--- src/rtl/cdt_pkg.sv ---
// Package: shared offsets, field positions and the control-entry type for
// the prescaled countdown timer. Assumes 32-bit data and 8-bit word offsets.
package cdt_pkg;

    localparam int unsigned CODE_W = 3;
    localparam int unsigned PRE_W  = (1 << CODE_W) - 1;
    localparam int unsigned VEC_W  = 8;
    localparam int unsigned DIVR_W = 4;

    localparam logic [7:0] OFF_CTRL  = 8'h32;
    localparam logic [7:0] OFF_START = 8'h38;
    localparam logic [7:0] OFF_LIVE  = 8'h39;
    localparam logic [7:0] OFF_DIVR  = 8'h3E;

    localparam int unsigned CTRL_SUPPRESS_BIT = 16;
    localparam int unsigned CTRL_REPEAT_BIT   = 17;

    localparam logic [DIVR_W-1:0] DIVR_KEEP = 4'b1011;

    typedef struct packed {
        logic             repeat_en;
        logic             suppress;
        logic [VEC_W-1:0] vector;
    } ctrl_t;

    // Fold the kept divider bits into the 3-bit ratio code.
    function automatic logic [CODE_W-1:0] ratio_code(input logic [DIVR_W-1:0] setting);
        return {setting[3], setting[1:0]};
    endfunction

endpackage

--- src/rtl/cdt_regs.sv ---
// Register file: holds start value, control entry and divider setting,
// decodes writes and muxes reads. Assumes DATA_W >= 18 so that the
// control fields fit. Reads are combinational on addr.
module cdt_regs
    import cdt_pkg::*;
#(
    parameter int unsigned DATA_W = 32,
    parameter int unsigned ADDR_W = 8
) (
    input  logic              clk,
    input  logic              rst_n,
    input  logic              wr_en,
    input  logic [ADDR_W-1:0] addr,
    input  logic [DATA_W-1:0] wdata,
    input  logic [DATA_W-1:0] live_cnt,
    output logic [DATA_W-1:0] start_q,
    output logic              start_wr,
    output ctrl_t             ctrl_q,
    output logic [DIVR_W-1:0] divr_q,
    output logic [DATA_W-1:0] rdata
);

    localparam int unsigned PAD_DIV = DATA_W - DIVR_W;

    logic ctrl_wr;
    logic divr_wr;

    // Write strobe decode per register.
    always_comb begin
        start_wr = wr_en && (addr == ADDR_W'(OFF_START));
        ctrl_wr  = wr_en && (addr == ADDR_W'(OFF_CTRL));
        divr_wr  = wr_en && (addr == ADDR_W'(OFF_DIVR));
    end

    // Start value storage.
    always_ff @(posedge clk) begin
        if (!rst_n)        start_q <= '0;
        else if (start_wr) start_q <= wdata;
    end

    // Control entry storage; resets suppressed.
    always_ff @(posedge clk) begin
        if (!rst_n) begin
            ctrl_q.repeat_en <= 1'b0;
            ctrl_q.suppress  <= 1'b1;
            ctrl_q.vector    <= '0;
        end else if (ctrl_wr) begin
            ctrl_q.repeat_en <= wdata[CTRL_REPEAT_BIT];
            ctrl_q.suppress  <= wdata[CTRL_SUPPRESS_BIT];
            ctrl_q.vector    <= wdata[VEC_W-1:0];
        end
    end

    // Divider setting storage, keeping only the defined bits.
    always_ff @(posedge clk) begin
        if (!rst_n)       divr_q <= '0;
        else if (divr_wr) divr_q <= wdata[DIVR_W-1:0] & DIVR_KEEP;
    end

    // Read mux; the live count is read-only, unmapped offsets give zero.
    always_comb begin
        rdata = '0;
        case (addr)
            ADDR_W'(OFF_START): rdata = start_q;
            ADDR_W'(OFF_LIVE):  rdata = live_cnt;
            ADDR_W'(OFF_DIVR):  rdata = {{PAD_DIV{1'b0}}, divr_q};
            ADDR_W'(OFF_CTRL): begin
                rdata[CTRL_REPEAT_BIT]   = ctrl_q.repeat_en;
                rdata[CTRL_SUPPRESS_BIT] = ctrl_q.suppress;
                rdata[VEC_W-1:0]         = ctrl_q.vector;
            end
            default: rdata = '0;
        endcase
    end

endmodule

--- src/rtl/cdt_prescaler.sv ---
// Prescaler: free-running counter that raises tick for one cycle out of
// every 2^((code+1) mod 8). Assumes the code may change at any time; a
// restart clears the counter so the next tick is a full period away.
module cdt_prescaler
    import cdt_pkg::*;
(
    input  logic              clk,
    input  logic              rst_n,
    input  logic              restart,
    input  logic [CODE_W-1:0] code,
    output logic              tick
);

    logic [CODE_W-1:0] shift;
    logic [PRE_W-1:0]  low_mask;
    logic [PRE_W-1:0]  pre_cnt;

    // Ratio exponent, wrapping so the top code means divide-by-1.
    always_comb shift = code + CODE_W'(1);

    // Low-bit mask with 'shift' ones, one bit per generate slice.
    for (genvar i = 0; i < PRE_W; i++) begin : g_mask
        assign low_mask[i] = (CODE_W'(i) < shift);
    end

    // Free-running count, cleared on restart.
    always_ff @(posedge clk) begin
        if (!rst_n || restart) pre_cnt <= '0;
        else                   pre_cnt <= pre_cnt + PRE_W'(1);
    end

    // Tick when all masked low bits are set.
    always_comb tick = ((pre_cnt & low_mask) == low_mask);

endmodule

--- src/rtl/cdt_counter.sv ---
// Countdown core: loads the start value, decrements on ticks, reloads in
// repeat mode and flags expiry on the 1->0 step. The request is
// registered, so it appears in the cycle after that step. A load takes
// priority over a tick and suppresses any request in the same cycle.
module cdt_counter
    import cdt_pkg::*;
#(
    parameter int unsigned CNT_W = 32
) (
    input  logic             clk,
    input  logic             rst_n,
    input  logic             load,
    input  logic [CNT_W-1:0] load_val,
    input  logic [CNT_W-1:0] reload_val,
    input  logic             tick,
    input  ctrl_t            ctrl,
    output logic [CNT_W-1:0] cnt,
    output logic             irq_valid,
    output logic [VEC_W-1:0] irq_vector
);

    logic at_zero;
    logic expire;

    // Expiry is the tick that takes the count from one to zero.
    always_comb begin
        at_zero = (cnt == '0);
        expire  = tick && !load && (cnt == CNT_W'(1));
    end

    // Count update: load, then decrement, then reload at zero in repeat mode.
    always_ff @(posedge clk) begin
        if (!rst_n)                      cnt <= '0;
        else if (load)                   cnt <= load_val;
        else if (tick && !at_zero)       cnt <= cnt - CNT_W'(1);
        else if (tick && ctrl.repeat_en) cnt <= reload_val;
    end

    // Registered request pulse with its vector.
    always_ff @(posedge clk) begin
        if (!rst_n) begin
            irq_valid  <= 1'b0;
            irq_vector <= '0;
        end else begin
            irq_valid <= expire && !ctrl.suppress;
            if (expire) irq_vector <= ctrl.vector;
        end
    end

endmodule

--- src/rtl/prescaled_countdown_timer.sv ---
// Top: register port, prescaler and countdown core. Assumes a single
// clock and a synchronous active-low reset; a write to the start value
// restarts the prescaler in the same edge that loads the count.
module prescaled_countdown_timer
    import cdt_pkg::*;
#(
    parameter int unsigned DATA_W = 32,
    parameter int unsigned ADDR_W = 8
) (
    input  logic              clk,
    input  logic              rst_n,
    input  logic              wr_en,
    input  logic [ADDR_W-1:0] addr,
    input  logic [DATA_W-1:0] wdata,
    output logic [DATA_W-1:0] rdata,
    output logic              irq_valid,
    output logic [VEC_W-1:0]  irq_vector
);

    logic [DATA_W-1:0] start_q;
    logic              start_wr;
    ctrl_t             ctrl_q;
    logic [DIVR_W-1:0] divr_q;
    logic [DATA_W-1:0] live_cnt;
    logic              tick;

    cdt_regs #(.DATA_W(DATA_W), .ADDR_W(ADDR_W)) u_regs (
        .clk      (clk),
        .rst_n    (rst_n),
        .wr_en    (wr_en),
        .addr     (addr),
        .wdata    (wdata),
        .live_cnt (live_cnt),
        .start_q  (start_q),
        .start_wr (start_wr),
        .ctrl_q   (ctrl_q),
        .divr_q   (divr_q),
        .rdata    (rdata)
    );

    cdt_prescaler u_pre (
        .clk     (clk),
        .rst_n   (rst_n),
        .restart (start_wr),
        .code    (ratio_code(divr_q)),
        .tick    (tick)
    );

    cdt_counter #(.CNT_W(DATA_W)) u_cnt (
        .clk        (clk),
        .rst_n      (rst_n),
        .load       (start_wr),
        .load_val   (wdata),
        .reload_val (start_q),
        .tick       (tick),
        .ctrl       (ctrl_q),
        .cnt        (live_cnt),
        .irq_valid  (irq_valid),
        .irq_vector (irq_vector)
    );

endmodule

--- config.mk ---
export PLATFORM = sky130hd
export DESIGN_NAME = prescaled_countdown_timer
export DESIGN_NICKNAME = d
export VERILOG_FILES = /design/src/rtl/cdt_pkg.sv /design/src/rtl/cdt_regs.sv /design/src/rtl/cdt_prescaler.sv /design/src/rtl/cdt_counter.sv /design/src/rtl/prescaled_countdown_timer.sv
export SDC_FILE = /design/constraint.sdc
export NUM_CORES = 1
export LEC_CHECK = 0
export ABC_AREA = 1
export BUFFER_PORTS_ARGS = -buffer_cell sky130_fd_sc_hd__buf_2
export CAP_MARGIN = 20
export CORE_AREA = 2 2 110 112
export CTS_BUF_LIST = sky130_fd_sc_hd__clkbuf_8 sky130_fd_sc_hd__clkbuf_16
export DETAILED_ROUTE_END_ITERATION = 6
export DIE_AREA = 0 0 112 114
export GPL_TIMING_DRIVEN = 0
export PLACE_DENSITY = 0.72
export SYNTH_ARGS = -nofsm -noshare
export SYNTH_HDL_FRONTEND = slang
export SYNTH_SLANG_ARGS = --single-unit
--- constraint.sdc ---
create_clock -name clk -period 2.31 [get_ports clk]
set_clock_uncertainty 0.2 [all_clocks]
set_input_delay 0.462 -clock clk [delete_from_list [all_inputs] [get_ports clk]]
set_output_delay 0.462 -clock clk [all_outputs]
set_load 0.02 [all_outputs]
## Word level (Yosys, flattened, before mapping)

Cells that the tools add are included.

- Register bits: 93
- Bits of input ports: 43
- Output and inout bits: 41
- Word-level logic and storage cells: 48

- $add $sub $neg: 3
- Order comparisons: 7
- Equality and inequality tests: 6
- Multiplexer cells: 7
- Bitwise gates (word level): 1
- Reduce and logical (&&, ||, !) cells: 15

Operators by type and width:

| cell | number |
|---|---|
| 32-bit two-way mux | 3 |
| 32-bit by 1-bit equality test with 1-bit output (second input constant) | 1 |
| 8-bit by 6-bit equality test with 1-bit output (second input constant) | 4 |
| 32-bit zero test | 1 |
| 8-bit case mux with 4 select lines | 1 |
| 32-bit by 1-bit subtractor with 32-bit output (second input constant) | 1 |
| 14-bit case mux with 2 select lines | 1 |
| 8-bit case mux with 2 select lines | 1 |
| 3-bit < comparator (first input constant) | 3 |
| 1-bit logical AND | 8 |
| 7-bit by 1-bit adder with 7-bit output (second input constant) | 1 |
| 7-bit bitwise AND | 1 |
| 7-bit equality test | 1 |
| 1-bit by 3-bit < comparator with 1-bit output (first input constant) | 2 |
| 2-bit by 3-bit < comparator with 1-bit output (first input constant) | 2 |
| 2-bit case mux with 3 select lines | 1 |
| 1-bit zero test | 4 |
| 3-bit by 1-bit adder with 3-bit output (second input constant) | 1 |
| 3-bit nonzero test | 1 |
| 1-bit logical OR | 1 |

## Logic depth before layout (Yosys ltp)

Gate-level depths: netlist (run 1).

- Depth after elaboration: 8
- Mapped depth: 14
- Gate-level depth less buffers: 13

## Cells and area by module

Synthesis (run 1) repeated with hierarchy kept, for this count alone.

- Cells, all modules: 1087
- Area total of the unflattened synthesis: 6254.7 sq um

Modules (own cells, without submodules):

| module | times used | cells each | area each (sq um) | seq. area each (sq um) |
|---|---|---|---|---|
| cdt_counter | 1 | 542 | 3062.9 | 820.8 |
| cdt_regs | 1 | 490 | 2824.0 | 900.9 |
| cdt_prescaler | 1 | 55 | 367.9 | 140.1 |

## Worst setup path after synthesis (run 1)

Ideal clock, no wire load.

- Path kind: in2out
- From: input addr[7]
- To: output rdata[0]
- Arrival: 1.771 ns
- Required time: 1.648 ns
- Slack: -0.123 ns
- Stages on the path: 6
- Buffers on the path: 1
- Cells stage by stage: nor2_1 nand3_1 nor3_4 nand2_1 clkbuf_1 o21ai_0

- Word-level cells in the longest chain between the ends: 2
- Elaborated cells between the ends (all ways): 5
- Classes of those cells: 4 x eq/ne; 1 x mux

Ends and longest elaborated chain:

| item | line | text |
|---|---|---|
| start: declaration | prescaled_countdown_timer.sv:13 | `input logic [ADDR_W-1:0] addr,` |
| 8-bit by 6-bit equality test with 1-bit output | cdt_regs.sv:63 | `case (addr)` |
| 8-bit case mux with 4 select lines (*) | cdt_regs.sv:63 |  |
| end: declaration | prescaled_countdown_timer.sv:15 | `output logic [DATA_W-1:0] rdata,` |

Every way passes the cells marked *; elsewhere a longest branch is shown, timed or not.

## Worst setup path after layout (run 1)

- From: input addr[7]
- To: output rdata[16]

- Word-level cells in the longest chain between the ends: 2
- Elaborated cells between the ends (all ways): 4
- Classes of those cells: 3 x eq/ne; 1 x mux

Ends and longest elaborated chain:

| item | line |
|---|---|
| 8-bit by 6-bit equality test with 1-bit output | cdt_regs.sv:63 |
| 2-bit case mux with 3 select lines (*) | cdt_regs.sv:63 |

Marked as above.

==> reports/metrics.cfg, run 1 <==
[detailed_routing]
ant_nets = 0
drc_errors = 0
drt-pass1-iter-count = 5
routed-via-count = 6210
wl_per_cell_um = 15.9
drt_iter0_markers = 462
avgViaCountPerCell = 5.38
routed_wl_um = 18300

[pwr]
power_w = 0.00442
intPower_w = 0.00311
comb_power_share_pct = 20.4
vdd_drop_max_v = 0.000433
p_clk_share_pct = 40.7
power_frac_seq_pct = 38.8
power_density_mw_per_mm2 = 612
switching_share_pct = 29.7
p_switching_w = 0.00131
p_leak_nw = 3.45

[timing]
worst_slew_margin_rel_pct = 53.2
worst_pin_slew_ns = 0.701
post-route-period-util_pct = 102
fmax_mhz = 425
setup_violations = 1
final.min_clock_period_ns = 2.35
hold_viol_final = 0
slew_violations = 0
fin_ws_ns = -0.0443
rsz0062_at_grt = yes
tns_ns = -0.0443

[clock_network]
root_buffer = clkbuf_16
clock-sinks = 93
cts.clk_slew.worst_paths_ns = 0.06
clkLatencyLatePin_ns = 0.36
cts_hold_buffers = 0
ctsHtreeMaxLevel = 3
cts-buffers-inserted = 9
clk_path_buf_depth = 2
cts_tree = yes

[setup_path]
reg2reg_slack_ns = 0.07
worst_setup_path_start_kind = input port
r2r-start = u_regs.divr_q[0]$_SDFFE_PN0P_
setup.worst_path.end_class = output pin
required_ns = 1.65
crit_path_max_fanout = 6
worst-setup-path-type = in2out
critPathArrivalTime_ns = 1.69
crit_start = addr[7]

[yosys]
syn_nets = 941
async_reset_ff_share_pct = 0
synth_largest_area_cell = dfxtp_1
synth-seq-area-share_pct = 32.7
ys_warn_count = 0
synth_edf_count = 0
synthFlopType = dfxtp_1
synth_top_area_share_pct = 32.7
ys_types = 35
synth_cells = 893
avgSynthCellArea_um2 = 6.38
ys_top_cells_by_area = dfxtp_1 (33%), nand2_1 (15%), nor2_1 (8.6%)
syn_area_mm2 = 0.00570
yosys_register_bits = 93

[placed_design]
post-dp-hpwl_um = 12800
dp_cells = 1122
port_buffers = 82
routabilityCongestion = 0.946
dp_slack_ns = -0.626

[die]
die_h_um = 114
initial_utilization_pct = 48.6
die_area_mm2 = 0.0128
die_x_um = 112
row_count = 40
core_area_mm2 = 0.0117
ioPinCount = 84

[grt]
grt.total_usage_pct = 28.7
antenna_found_initial = 0
grt_pass1_wl_um = 29000
first_global_vias = 5817
gr-total-overflow = 0
grt_max_degree = 17

[status]
violations = negative setup slack
status = finished, violations left

[finish]
antenna_cells = 0
instances_no_fill = 1154
nets = 1050
area_growth_pct = 26.9
drive_above_1_share_pct = 26.2

[hold_path]
hp-class = in2reg
min_from = wdata[7]

[job]
cap_violations = 0

## registers in the layout (all words and copies together), names as in the netlist
name	count
u_cnt.cnt	32
u_regs.start_q	32
u_regs.ctrl_q	10
u_cnt.irq_vector	8
u_pre.pre_cnt	7
u_regs.divr_q	3
u_cnt.irq_valid	1
## cell usage after synthesis, types with 16 or more instances
master	number
nand2_1	232
nor2_1	130
nand3_1	96
dfxtp_1	93
inv_1	71
o21ai_0	40
a21oi_1	35
o22ai_1	26
inv_2	25
xor2_1	25
nor2_2	22
clkbuf_1	16
## cells by family (layout without fill, tap and decap cells)
logic type	count (synthesis)	count (layout)	synth area share, %
XOR/XNOR	27	27	4.15
flip-flops	93	93	32.7
buffers and inverters	133	247	9.71
AND/OR/NAND/NOR	516	516	40.1
AO/OA/AOI/OAI	119	119	12.2
adder cells (fa/ha/maj)	5	5	1.10
## worst max-delay path, cell delays in order
cell and delay (ns):
buf_6 0.09, nor2_4 0.11, nand3_4 0.09, inv_2 0.06, nand3b_1 0.09, buf_6 0.16
buf_8 0.14, o211ai_1 0.27, buf_4 0.20
## stage by stage
step	hold slack [ns]	cell area [um2]	util (%)
detailed placement	0.263	6290	53.7
global route	0.160	7230	61.7
CTS	0.142	7000	59.7
floorplan	0.226	5700	-
global placement	0.255	6290	53.7
finish	0.146	7230	61.7
## what timing repair did
item	4_1_cts	5_1_grt
gates cloned	3	0
resized for setup	77	63
pin swaps	7	13
endpoints found under the setup margin	33	70
setup buffers	11	3
## metal layers
metal  GRT usage, %  vias to the layer above  routed length, um
li1               -                     3082                  -
met4           12.1                        0                607
met3           6.32                       44               1290
met2           47.6                      239               8630
met1           36.4                     2845               7820
met5              0                        -                  0
## cell usage in the layout, fill, tap and decap left out, drive strengths merged
cell type  Yosys  layout
nand2        247     247
nor2         158     158
buf           21     119
nand3        100     100
inv           96      96
dfxtp         93      93
a21oi         42      42
o21ai         42      42
clkbuf        16      28
o22ai         26      26
xor2          25      25
o221ai         6       6
nand4          5       5
ha             5       5
nor3           4       4
bufinv         0       3
xnor2          2       2
a21o           2       2
clkinv         0       1
nand3b         1       1
o211ai         1       1
or3            1       1
## power groups by stage
stage	clock [W]	sequential [W]	combinational (W)
floorplan	0	0.00174	0.000634
global route	0.00188	0.00172	0.00100
CTS	0.00181	0.00172	0.000856
finish	0.00180	0.00172	0.000903
detailed placement	0	0.00175	0.000836
global placement	0	0.00175	0.000827
## area by class of cell
type / count / area, um2
Buffer: 36 / 263
Clock buffer: 12 / 267
Clock inverter: 4 / 93.8
Fill cell: 1139 / 4480
Inverter: 96 / 370
Multi-Input combinational cell: 667 / 3530
Sequential cell: 93 / 1860
Tap cell: 147 / 184
Timing Repair Buffer: 99 / 661
## worst paths after layout
kind | cells past startpoint | end
setup / recovery | 9 | rdata[16]
hold / removal | 3 | u_regs.ctrl_q[7]$_SDFFE_PN0P_
setup reg to reg | 13 | u_cnt.cnt[31]$_SDFFE_PN0P_
hold reg to reg | 2 | u_cnt.irq_vector[0]$_SDFFE_PN0P_
No activity file was read; power rests on OpenSTA's default activity.
==> run 2: changes to the inputs <==
==> constraint.sdc (replaced) <==
create_clock -name clk -period 2.31 [get_ports clk]
set_clock_uncertainty 0.2 [all_clocks]
set_input_delay 0.231 -clock clk [delete_from_list [all_inputs] [get_ports clk]]
set_output_delay 0.231 -clock clk [all_outputs]
set_load 0.02 [all_outputs]
==> run 2 against run 1 <==
The flow now finishes without violations. Critical path depth increased by 3. Sequential power is essentially flat. Design area shrank 2.4%. Die area unchanged. Clock-buffer cell count is 2 lower. Utilization shrank 1.5 points. Global-route usage shrank 1.1 points. First-iteration DRC count up 19%. Highest routed layer unchanged.
==> reports/metrics.cfg, run 2 (synthesized netlist as in run 1, its figures left out) <==
[timing]
setup_violations = 0
fmax_mhz = 453
post-route-period-util_pct = 95.5
hold_viol_final = 0
slew_violations = 0
rsz0062_at_grt = yes
worst_slew_margin_rel_pct = 53.2
fin_ws_ns = 0.104
final.min_clock_period_ns = 2.21
worst_pin_slew_ns = 0.702

[setup_path]
reg2reg_slack_ns = 0.10
crit_path_max_fanout = 10
critPathArrivalTime_ns = 2.24
r2r-start = u_regs.divr_q[0]$_SDFFE_PN0P_
setup.worst_path.end_class = flop
r2r-end = u_cnt.cnt[29]$_SDFFE_PN0P_
worst-setup-path-type = reg2reg
worst_setup_path_start_kind = flop
rr_worst_depth = 12
required_ns = 2.35

[grt]
antenna_found_initial = 0
busiest_layer = met2
grt.total_usage_pct = 27.6
grt_max_degree = 15
first_global_vias = 5755
grtUsageMet1_pct = 36.6
grt_util_met3_pct = 4.04
met2_usage_pct = 45.5
grt_pass1_wl_um = 28000
gr-total-overflow = 0

[detailed_routing]
drt_iter0_markers = 552
drt-pass1-iter-count = 7
ant_nets = 0
wl_per_cell_um = 15.1
avgViaCountPerCell = 5.33
drc_errors = 0
routed_wl_um = 17700
routed-via-count = 6249

[placed_design]
dp_cells = 1122
dp_slack_ns = -0.105
post-dp-hpwl_um = 13000
port_buffers = 82
routabilityCongestion = 0.924

[clock_network]
clock-sinks = 93
root_buffer = clkbuf_16
ctsHtreeMaxLevel = 3
cts_tree = yes
clkLatencyLatePin_ns = 0.35
clk_path_buf_depth = 2
cts-buffers-inserted = 9
cts.clk_slew.worst_paths_ns = 0.06

[status]
status = complete, no violations

[die]
die_x_um = 112
ioPinCount = 84
core_area_mm2 = 0.0117
initial_utilization_pct = 48.6
die_area_mm2 = 0.0128
row_count = 40
die_h_um = 114

[finish]
largest_registers = u_cnt.cnt (32), u_regs.start_q (32), u_regs.ctrl_q (10)
area_growth_pct = 23.9
drive_above_1_share_pct = 20.6
nets = 1070
final_cell_mix = nand2_1 (231), nor2_1 (130), buf_2 (97)
instances_no_fill = 1173
final_core_util_pct = 60.3
antenna_cells = 0
final_common_cell = nand2_1

[pwr]
vdd_drop_max_v = 0.000412
p_leak_nw = 3.43
power_density_mw_per_mm2 = 631

[job]
cap_violations = 0

[hold_path]
holdPathStages = 3
min_from = wdata[11]
hp-class = in2reg
hold_end = u_regs.start_q[11]$_SDFFE_PN0P_

-- run 2: cell count changes in the layout (fill, tap and decap cells not counted), moves of 6 or more --
cell	previous run	this run
o21ai_1	11	2
nand3_1	86	95
nand3_2	12	5
o21ai_2	8	0
o22ai_2	6	0
o221ai_1	0	6
o22ai_1	20	26
buf_6	18	2
buf_4	33	9
dlygate4sd3_1	0	31
buf_2	64	97
o221ai_2	6	0
o21ai_0	22	39
-- run 2: what timing repair did --
action                     in CTS  in global routing
setup endpoints to repair       5                 48
hold endpoints to repair       37                  0
resized for setup               2                 19
hold buffers                   31                  0
pin swaps                       0                  4
setup buffers                   0                  5
-- run 2: power breakdown --
part	switching, W	internal [W]
registers	0.0000597	0.00166
clock network	0.000636	0.00119
logic	0.000581	0.000333
-- run 2: cell type report --
class                   count  area [um2]
fillers                  1148        4650
multi-input cells         667        3320
flip-flops and latches     93        1860
repair buffers            118         758
inverters                  96         360
clock buffers              10         239
plain buffers              37         209
well taps                 147         184
clock inverters             5         124
-- run 2: worst max path at each step --
stage	start	endpoint	slack (ns)
6_report	u_regs.divr_q[0]$_SDFFE_PN0P_	u_cnt.cnt[29]$_SDFFE_PN0P_	0.10
5_1_grt	u_cnt.cnt[1]$_SDFFE_PN0P_	u_cnt.cnt[27]$_SDFFE_PN0P_	-0.05
4_1_cts	addr[7]	rdata[3]	-0.02
3_5_place_dp	addr[7]	rdata[3]	-0.10
3_3_place_gp	addr[7]	rdata[3]	-0.11
2_1_floorplan	u_regs.divr_q[0]$_SDFFE_PN0P_	u_cnt.cnt[5]$_SDFFE_PN0P_	0.32
-- run 2: worst max-delay path, cell delays in order, from the launching register on --
cell,delay (ns)
dfxtp_1,0.40
ha_4,0.23
inv_2,0.06
o21ai_1,0.05
nand2_1,0.06
nand2_1,0.05
nand2_1,0.18
nand3_1,0.22
clkbuf_4,0.27
nand2_1,0.08
nand2_1,0.08
nor2_1,0.14
a21oi_1,0.08
-- run 2: per-stage QoR --
step | hold slack [ns] | cell area [um2] | TNS [ns] | total power, W
after floorplan | 0.157 | 5700 | 0 | 0.00237
after global placement | 0.257 | 6290 | -0.292 | 0.00258
after detailed placement | 0.254 | 6290 | -0.214 | 0.00259
after CTS | 0.00508 | 6970 | -0.0238 | 0.00443
after global routing | 0.0139 | 7060 | -0.268 | 0.00464
final | 0.0202 | 7060 | 0 | 0.00445
-- run 2: per-layer routing --
metal / part of all wire [%] / vias up
li1: - / 3117
met1: 43 / 2857
met2: 47 / 245
met3: 8.1 / 30
met4: 2.3 / 0
met5: 0 / -
